$ cat config.mk
export PLATFORM = sky130hd
export DESIGN_NAME = stopwu_ctrl
export DESIGN_NICKNAME = d
export VERILOG_FILES = /design/src/rtl/stopwu_pkg.sv /design/src/rtl/stopwu_sync.sv /design/src/rtl/stopwu_reldet.sv /design/src/rtl/stopwu_warmup.sv /design/src/rtl/stopwu_ctrl.sv
export SDC_FILE = /design/constraint.sdc
export NUM_CORES = 1
export LEC_CHECK = 0
export ABC_AREA = 1
export BUFFER_PORTS_ARGS = -buffer_cell sky130_fd_sc_hd__buf_2
export CAP_MARGIN = 20
export CELL_PAD_IN_SITES_DETAIL_PLACEMENT = 1
export CELL_PAD_IN_SITES_GLOBAL_PLACEMENT = 2
export CORE_ASPECT_RATIO = 1.5
export CORE_MARGIN = 3
export CORE_UTILIZATION = 28
export CTS_CLUSTER_SIZE = 16
export DETAILED_ROUTE_END_ITERATION = 10
export PLACE_DENSITY_LB_ADDON = 0.1
export SETUP_SLACK_MARGIN = 0.1
export SYNTH_ARGS = -nofsm -noshare
export SYNTH_HDL_FRONTEND = slang
export SYNTH_SLANG_ARGS = --single-unit
$ cat constraint.sdc
create_clock -name clk -period 2.65 [get_ports clk]
set_clock_uncertainty 0.05 [all_clocks]
set_input_delay 0.1325 -clock clk [delete_from_list [all_inputs] [get_ports clk]]
set_output_delay 0.1325 -clock clk [all_outputs]
set_load 0.03 [all_outputs]
$ cat src/rtl/stopwu_pkg.sv
// Package: shared state encoding and size constants for the stop/warm-up
// controller. Assumes nothing beyond IEEE 1800-2017.
package stopwu_pkg;

    typedef enum logic [1:0] {
        ST_RUN  = 2'd0,
        ST_STOP = 2'd1,
        ST_WARM = 2'd2
    } stopwu_state_e;

endpackage

$ cat src/rtl/stopwu_sync.sv
// Module: stopwu_sync
// Multi-flop synchroniser that brings the asynchronous stop pin into the
// block clock domain. Assumes the pin is held for at least one clock period.
module stopwu_sync #(
    parameter int STAGES = 2
) (
    input  logic clk,
    input  logic rst_n,
    input  logic async_i,
    output logic sync_o
);

    logic [STAGES-1:0] chain_q;

    generate
        for (genvar g = 0; g < STAGES; g++) begin : g_stage
            if (g == 0) begin : g_first
                // Purpose: first capture flop of the asynchronous pin
                always_ff @(posedge clk) begin
                    if (!rst_n) chain_q[0] <= 1'b0;
                    else        chain_q[0] <= async_i;
                end
            end else begin : g_next
                // Purpose: further metastability-settling stage
                always_ff @(posedge clk) begin
                    if (!rst_n) chain_q[g] <= 1'b0;
                    else        chain_q[g] <= chain_q[g-1];
                end
            end
        end
    endgenerate

    assign sync_o = chain_q[STAGES-1];

endmodule

$ cat src/rtl/stopwu_reldet.sv
// Module: stopwu_reldet
// Release detection on the synchronised pin: level or rising-edge release
// request, plus the latched pin-interrupt flag armed outside the run state.
// Assumes pin_s is already synchronous to clk.
module stopwu_reldet (
    input  logic clk,
    input  logic rst_n,
    input  logic pin_s,
    input  logic level_mode,
    input  logic armed,
    input  logic int_clr,
    output logic pin_rise,
    output logic release_req,
    output logic int_flag
);

    logic prev_q;
    logic flag_q;

    // Purpose: remember the previous synchronised pin level for edge detection
    always_ff @(posedge clk) begin
        if (!rst_n) prev_q <= 1'b0;
        else        prev_q <= pin_s;
    end

    assign pin_rise    = pin_s & ~prev_q;
    assign release_req = level_mode ? pin_s : pin_rise;

    // Purpose: latch pin edges seen while stopped or warming up; set wins over clear
    always_ff @(posedge clk) begin
        if (!rst_n)                  flag_q <= 1'b0;
        else if (armed && pin_rise)  flag_q <= 1'b1;
        else if (int_clr)            flag_q <= 1'b0;
    end

    assign int_flag = flag_q;

    // an edge while armed must leave the flag set on the next cycle
    p_flag_set_r10: assert property (@(posedge clk) disable iff (!rst_n)
        (armed && pin_rise) |=> int_flag);

    // clear without a new edge drops the flag
    p_flag_clr_r10: assert property (@(posedge clk) disable iff (!rst_n)
        (int_clr && !(armed && pin_rise)) |=> !int_flag);

endmodule

$ cat src/rtl/stopwu_warmup.sv
// Module: stopwu_warmup
// Warm-up interval counter. On start it clears and counts the selected
// oscillator ticks until the limit max(data,1) * 2^PRESCALE_LOG2 * 2^div is
// reached, then raises done for one cycle. Assumes data/div are held stable
// by the caller while active.
module stopwu_warmup #(
    parameter int DATA_W        = 8,
    parameter int DIV_W         = 2,
    parameter int PRESCALE_LOG2 = 6,
    localparam int CNT_W        = DATA_W + PRESCALE_LOG2 + (1 << DIV_W) - 1
) (
    input  logic              clk,
    input  logic              rst_n,
    input  logic              start,
    input  logic              tick,
    input  logic [DATA_W-1:0] data,
    input  logic [DIV_W-1:0]  div,
    output logic              done
);

    logic [DATA_W-1:0] eff_data;
    logic [CNT_W-1:0]  base_lim;
    logic [CNT_W-1:0]  limit;
    logic [CNT_W-1:0]  cnt_q;
    logic              active_q;

    // Purpose: zero data counts as one, then scale by prescale and divider
    always_comb begin
        eff_data = (data == '0) ? DATA_W'(1) : data;
        base_lim = CNT_W'(eff_data) << PRESCALE_LOG2;
        limit    = base_lim << div;
    end

    assign done = active_q && tick && (cnt_q == limit - CNT_W'(1));

    // Purpose: run the tick counter between start and done
    always_ff @(posedge clk) begin
        if (!rst_n) begin
            cnt_q    <= '0;
            active_q <= 1'b0;
        end else if (start) begin
            cnt_q    <= '0;
            active_q <= 1'b1;
        end else if (done) begin
            cnt_q    <= '0;
            active_q <= 1'b0;
        end else if (active_q && tick) begin
            cnt_q    <= cnt_q + CNT_W'(1);
        end
    end

    // the count never passes the programmed limit
    p_cnt_bound_r7: assert property (@(posedge clk) disable iff (!rst_n)
        active_q |-> (cnt_q < limit));

    // completion ends the interval
    p_done_stops_r7: assert property (@(posedge clk) disable iff (!rst_n)
        (done && !start) |=> !active_q);

endmodule

$ cat src/rtl/stopwu_ctrl.sv
// Module: stopwu_ctrl (top)
// Stop-state controller: qualifies stop requests, gates the system clock
// enable, waits for a level or edge release on the synchronised stop pin,
// times warm-up on the oscillator captured at entry and pulses resume.
// Assumes fast_tick/slow_tick are single-cycle enables in the clk domain.
module stopwu_ctrl
    import stopwu_pkg::*;
#(
    parameter int DATA_W        = 8,
    parameter int DIV_W         = 2,
    parameter int PRESCALE_LOG2 = 6,
    parameter int SYNC_STAGES   = 2
) (
    input  logic              clk,
    input  logic              rst_n,
    input  logic              stop_req,
    input  logic              rel_level,
    input  logic              stop_pin,
    input  logic              sys_src_slow,
    input  logic [DATA_W-1:0] wu_data,
    input  logic [DIV_W-1:0]  wu_div,
    input  logic              fast_tick,
    input  logic              slow_tick,
    input  logic              int_clr,
    output logic              sys_clk_en,
    output logic              resume,
    output logic              in_stop,
    output logic              in_warmup,
    output logic              wu_src_slow,
    output logic              int_flag
);

    stopwu_state_e     state_q, state_d;
    logic              pin_s;
    logic              pin_rise;
    logic              release_req;
    logic              wu_done;
    logic              wu_start;
    logic              wu_tick;
    logic              src_q;
    logic [DATA_W-1:0] data_q;
    logic [DIV_W-1:0]  div_q;
    logic              clk_en_q;
    logic              resume_q;
    logic              enter;

    stopwu_sync #(.STAGES(SYNC_STAGES)) u_sync (
        .clk     (clk),
        .rst_n   (rst_n),
        .async_i (stop_pin),
        .sync_o  (pin_s)
    );

    stopwu_reldet u_reldet (
        .clk         (clk),
        .rst_n       (rst_n),
        .pin_s       (pin_s),
        .level_mode  (rel_level),
        .armed       (state_q != ST_RUN),
        .int_clr     (int_clr),
        .pin_rise    (pin_rise),
        .release_req (release_req),
        .int_flag    (int_flag)
    );

    assign wu_tick = src_q ? slow_tick : fast_tick;

    stopwu_warmup #(
        .DATA_W        (DATA_W),
        .DIV_W         (DIV_W),
        .PRESCALE_LOG2 (PRESCALE_LOG2)
    ) u_warmup (
        .clk   (clk),
        .rst_n (rst_n),
        .start (wu_start),
        .tick  (wu_tick),
        .data  (data_q),
        .div   (div_q),
        .done  (wu_done)
    );

    // Purpose: entry qualification; level mode refuses entry while pin is high
    assign enter    = (state_q == ST_RUN) && stop_req && !(rel_level && pin_s);
    assign wu_start = (state_q == ST_STOP) && release_req;

    // Purpose: next-state selection of the run/stop/warm-up sequence
    always_comb begin
        state_d = state_q;
        unique case (state_q)
            ST_RUN:  if (enter)       state_d = ST_STOP;
            ST_STOP: if (release_req) state_d = ST_WARM;
            ST_WARM: if (wu_done)     state_d = ST_RUN;
            default:                  state_d = ST_RUN;
        endcase
    end

    // Purpose: state, clock enable and resume pulse registers
    always_ff @(posedge clk) begin
        if (!rst_n) begin
            state_q  <= ST_RUN;
            clk_en_q <= 1'b1;
            resume_q <= 1'b0;
        end else begin
            state_q  <= state_d;
            clk_en_q <= (state_d == ST_RUN);
            resume_q <= (state_q == ST_WARM) && wu_done;
        end
    end

    // Purpose: capture warm-up source and timing settings at stop entry
    always_ff @(posedge clk) begin
        if (!rst_n) begin
            src_q  <= 1'b0;
            data_q <= '0;
            div_q  <= '0;
        end else if (enter) begin
            src_q  <= sys_src_slow;
            data_q <= wu_data;
            div_q  <= wu_div;
        end
    end

    assign sys_clk_en  = clk_en_q;
    assign resume      = resume_q;
    assign in_stop     = (state_q == ST_STOP);
    assign in_warmup   = (state_q == ST_WARM);
    assign wu_src_slow = src_q;

    // clock enable is off whenever stopped or warming up
    p_clk_gated_r6: assert property (@(posedge clk) disable iff (!rst_n)
        (state_q != ST_RUN) |-> !clk_en_q);

    // resume lasts exactly one cycle
    p_resume_once_r9: assert property (@(posedge clk) disable iff (!rst_n)
        resume_q |=> !resume_q);

    // resume coincides with the clock coming back
    p_resume_clk_r9: assert property (@(posedge clk) disable iff (!rst_n)
        resume_q |-> (clk_en_q && state_q == ST_RUN));

    // level mode with pin high keeps the block running
    p_level_block_r2: assert property (@(posedge clk) disable iff (!rst_n)
        (state_q == ST_RUN && rel_level && pin_s && !resume_q) |=> (state_q == ST_RUN));

    // captured warm-up source holds while not running
    p_src_hold_r8: assert property (@(posedge clk) disable iff (!rst_n)
        (state_q != ST_RUN) |=> $stable(src_q));

    // a request while stopped does not restart the sequence
    p_req_ignored_r12: assert property (@(posedge clk) disable iff (!rst_n)
        (state_q == ST_WARM && !wu_done) |=> (state_q == ST_WARM));

endmodule

**After elaboration in Yosys (flattened, before gate mapping)**

Cells that the tools add are included.

- Flip-flop bits (word level): 37
- Latch bits: 0
- Bits in writable memories: 0
- Memory bits (read-only): 0
- Output and inout bits: 6
- Logic and storage cells: 48
- Memories kept: 0

- Add/subtract/negate cells: 2
- $mul: 0
- Div/mod/pow operators: 0
- $lt $le $gt $ge: 0
- Eq/ne operators: 3
- Shift operators: 1
- Multiplexer cells: 11
- Bitwise gates (word level): 3
- Reduce and logical (&&, ||, !) cells: 16

Operator list:

| operator | count |
|---|---|
| $add A17 B1 Y17 const B | 1 |
| $eq A17 B17 Y1 | 1 |
| $shl A14 B2 Y17 | 1 |
| $sub A17 B1 Y17 const B | 1 |
| $logic_and A1 B1 Y1 | 8 |
| $logic_not A8 Y1 | 1 |
| $mux W8 | 1 |
| $mux W1 | 6 |
| $mux W2 | 3 |
| $pmux W2 S3 | 1 |
| $reduce_bool A2 Y1 | 3 |
| $logic_not A2 Y1 | 2 |
| $reduce_or A3 Y1 | 1 |
| $eq A2 B1 Y1 const B | 1 |
| $eq A2 B2 Y1 const B | 1 |
| $not A1 Y1 | 2 |
| $and A1 B1 Y1 | 1 |
| $logic_not A1 Y1 | 1 |

**Depth between registers and ports, before layout**

- Depth after elaboration: 9
- Mapped depth: 18
- Gate-level depth less buffers: 18

**Cells and area by module**

From an unflattened synthesis, not the netlist that was laid out.

- Cells, all modules: 362
- Area total of the unflattened synthesis: 2366.0 µm²

By module, submodules not included:

| module | times used | cells each | area an instance (µm²) |
|---|---|---|---|
| stopwu_warmup | 1 | 243 | 1530.2 |
| stopwu_ctrl | 1 | 100 | 689.4 |
| stopwu_reldet | 1 | 13 | 91.3 |
| stopwu_sync | 1 | 6 | 55.1 |

**Least setup slack after synthesis**

Ideal clock, no wire load.

- Path kind: reg2reg
- From: register data_q[5]
- To: register u_warmup.cnt_q[3]
- Library setup time: 0.116 ns
- Arrival time: 2.088 ns
- Data required time: 2.484 ns
- Path slack: 0.397 ns
- Cell stages (with the launch flop): 16
- Buffers on the path: 1
- Clock period less this slack: 2.253 ns
- Cell sequence: dfxtp_1 nor2_1 nand2_1 o21ai_1 nand3_1 ha_1 xnor2_1 nor2_1 nand3_1 nor2_1 nand3_1 nor2_1 nand3_2 nand3b_4 buf_6 nor2_1

- Longest elaborated chain between the ends: 7

Ends and longest elaborated chain:

| what | line | text |
|---|---|---|
| start: declaration | stopwu_ctrl.sv:41 | `logic [DATA_W-1:0] data_q;` |
| start signal: assignment | stopwu_ctrl.sv:118 | `data_q <= wu_data;` |
| $logic_not A8 Y1 | stopwu_warmup.sv:29 | `eff_data = (data == '0) ? DATA_W'(1) : data;` |
| $mux W8 (*) | stopwu_warmup.sv:29 |  |
| $shl A14 B2 Y17 (*) | stopwu_warmup.sv:31 | `limit = base_lim << div;` |
| $sub A17 B1 Y17 (*) | stopwu_warmup.sv:34 | `assign done = active_q && tick && (cnt_q == limit - CNT_W'(1));` |
| $eq A17 B17 Y1 (*) | stopwu_warmup.sv:34 |  |
| $logic_and A1 B1 Y1 (*) | stopwu_warmup.sv:34 |  |
| $reduce_or A3 Y1 (no line) (*) | -- |  |
| end signal: assignment | stopwu_warmup.sv:48 | `cnt_q <= cnt_q + CNT_W'(1);` |
| end: declaration | stopwu_warmup.sv:24 | `logic [CNT_W-1:0] cnt_q;` |

Mark *: on every way between the ends. The rest lies on a longest branch, timed or not.
A chain may end at the register's enable or synchronous reset.

**Worst setup path in the final report**

- From: register data_q[5]
- To: register u_warmup.cnt_q[15]

The elaborated chain is that of the path after synthesis.

==> reports/qor.yml <==
route:
  post_drt_wl_per_cell_um: 12.9
  drc: 0
  firstDrtPassIters: 4
  vias: 2036
  drt-total-wl_um: 5740
  vias_per_cell: 4.55
  drtAntennaViolNets: 0
  drt_iter0_drc: 48
timing:
  setup_tns_ns: 0
  timing.hold.ws_ns: 0.0386
  post-route-period-util: 0.886
  slew_headroom: 0.549
  rsz0062_at_grt: "true"
  fin_crit_ns: 2.35
  fmax_mhz: 426
  tightest_slew_ns: 0.674
  hold_violations: 0
  setup_violations: 0
  maxSlewViolCount: 0
clock_network:
  cts_tree: "yes"
  clock_latency_ns: 0.29
  cts_buffers: 5
  ctsLongestPathBuffers: 2
  cts-htree-levels: 2
  cts.sinks: 37
  cts-root-buf: "clkbuf_8"
  clk_pin_slew_ns: 0.08
finish:
  fill_cells: 978
  regArea_um2: 748
  drive_above_1_share: 0.205
  final_cell_mix: "nand2_1, nor2_1, inv_1"
  syn2layout_area_growth_pct: 22.8
  nets: 367
  diodes: 0
  layout_commonest_cell: "nand2_1"
  multi_input_area_um2: 1300
  finalCoreUtilization: 0.357
  fin_area_um2: 2610
power:
  vdd.ir_drop.worst_mv: 0.282
  p_total_uw: 1550
  powerDensity_nw_per_um2: 592
  power.leakage_uw: 0.00115
placed_design:
  gp_congestion: 0.774
  io_buffers: 24
  place_area_um2: 2350
  hpwl_um: 4520
floorplanning:
  coreArea_um2: 7320
  start_util: 0.290
  die_x_um: 77.1
  rows: 38
  ioPinCount: 25
  die_y_um: 113
  dieArea_um2: 8700
critical_path:
  cp.depth: 17
  cp.arrival_ns: 2.49
  critPathLaunchType: "register"
  critPathLaunch: "data_q[5]"
  slowest_delay_ns: 0.36
  critPathMaxFanout: 6
  path_cells: "nor2_4 -> nand2_2 -> nor2_2 -> nor2_1 -> nand2_1 -> nand3_2 -> ha_4 -> xnor2_2 -> inv_1 -> nand2_1 -> nand2_1 -> nor2_1 -> nand3_1 -> nor2_2 -> nand3_4 -> nand3b_4 -> nor2_1"
  r2r_cells: 17
  r2r-start: "data_q[5]"
  cp_slowest_cell: "dfxtp_4"
  cp_data_required_time_ns: 2.79
  r2r_slack_ns: 0.30
  path_class: "register to register"
  critical_path_buf_inv_count: 1
  endpoint_kind: "register"
  cp_top_family: "simple AND/OR/NAND/NOR gates"
worst_hold_path:
  hp-start: "int_clr"
  hold_depth: 4
  hp-class: "primary input to register"
synthesis:
  synth_nets: 335
  yosysSeqAreaShare: 0.348
  postSynthAreaPerCell_um2: 6.77
  synth_seq_cells: 37
  yosys_warnings: 0
  syn_area_um2: 2130
  netlist_instances: 314
  synth_area_leaders: "dfxtp_1, nand2_1, nor2_1"
  synth_top_area_cell: "dfxtp_1"
  synth_top_area_frac: 0.348
  ys_types: 30
global_route:
  grt_pass1_vias: 2045
  grt_max_degree: 22
  grt.total_usage: 0.144
  grt_pass1_wl_um: 9890
  gr-total-overflow: 0
  antenna_found_initial: 0
flow_run:
  drv_cap: 0
status:
  status: "finished, final reports clean"
-- synth_stat cells, drive strengths merged --
| library cell | count |
|---|---|
| nand2 | 69 |
| nor2 | 53 |
| inv | 38 |
| dfxtp | 37 |
| nand3 | 30 |
| xor2 | 21 |
| o21ai | 20 |
| a21oi | 10 |
| nand4 | 6 |
| buf | 4 |
| clkbuf | 4 |
| nor3 | 4 |
| xnor2 | 4 |
| or2 | 3 |
| ha | 2 |
| nand3b | 2 |
| a21boi | 1 |
| clkinv | 1 |
| mux2i | 1 |
| nor4b | 1 |
| o211ai | 1 |
| o21a | 1 |
| o21bai | 1 |
-- metrics by stage --
| stage | worst slack (ns) | cells |
|---|---|---|
| after floorplan | 0.397 | 314 |
| after global placement | 0.0416 | 435 |
| after detailed placement | 0.0601 | 435 |
| after CTS | 0.113 | 446 |
| after global routing | 0.0734 | 447 |
| final | 0.301 | 447 |
-- report_power, final --
part	switching [uW]	total [uW]	internal [uW]
sequential	19.3	600	580
combinational	275	436	161
clock	204	510	306
total	499	1550	1050
-- logic make-up after synthesis --
family / after synthesis / synth area share
mux: 1 / 0.00471
flops: 37 / 0.348
compound gates: 34 / 0.0918
xor+xnor: 25 / 0.103
simple gates: 168 / 0.346
buf+inv: 47 / 0.0942
fa+ha+maj: 2 / 0.0118
-- final cells by class --
| cell class | count | share of cell area |
|---|---|---|
| clock buffers | 6 | 0.0316 |
| clock inverters | 2 | 0.0144 |
| inverters | 39 | 0.0561 |
| multi-input cells | 232 | 0.496 |
| flip-flops and latches | 37 | 0.287 |
| well taps | 100 | 0.0479 |
| repair buffers | 31 | 0.0671 |
-- worst min-delay path, delay by kind of cell --
kind	cells	cell delay, ns
AOI/OAI and AO/OA	1	0.05
and+or+nand+nor	1	0.04
buffers and inverters	2	0.10
-- worst paths after layout --
check,endpoint
worst max register to register,u_warmup.cnt_q[15]
worst max-delay path,u_warmup.cnt_q[15]
worst min-delay path,u_reldet.int_flag
worst min register to register,u_sync.sync_o
-- repair_timing --
| item | in CTS | in global routing |
|---|---|---|
| gates cloned | 2 | 0 |
| setup endpoints to repair | 17 | 21 |
| hold endpoints to repair | 1 | 0 |
| hold buffers | 1 | 0 |
| buffers inserted | 0 | 1 |
| pin swaps | 1 | 10 |
| resized for setup | 3 | 21 |
-- state kept, by name (all words and copies together) (netlist names) --
name,count
u_warmup.cnt_q,17
data_q,8
div_q,2
state_q,2
resume,1
sys_clk_en,1
u_reldet.int_flag,1
u_reldet.prev_q,1
u_sync.chain_q,1
u_sync.sync_o,1
u_warmup.active_q,1
wu_src_slow,1
-- layer usage --
| metal | track usage | share of wire | up-vias |
|---|---|---|---|
| li1 | - | - | 1061 |
| met1 | 0.163 | 0.43 | 939 |
| met2 | 0.259 | 0.52 | 28 |
| met3 | 0.0255 | 0.025 | 8 |
| met4 | 0.0653 | 0.021 | 0 |
| met5 | 0 | 0 | - |
No activity file was read; power rests on OpenSTA's default activity.
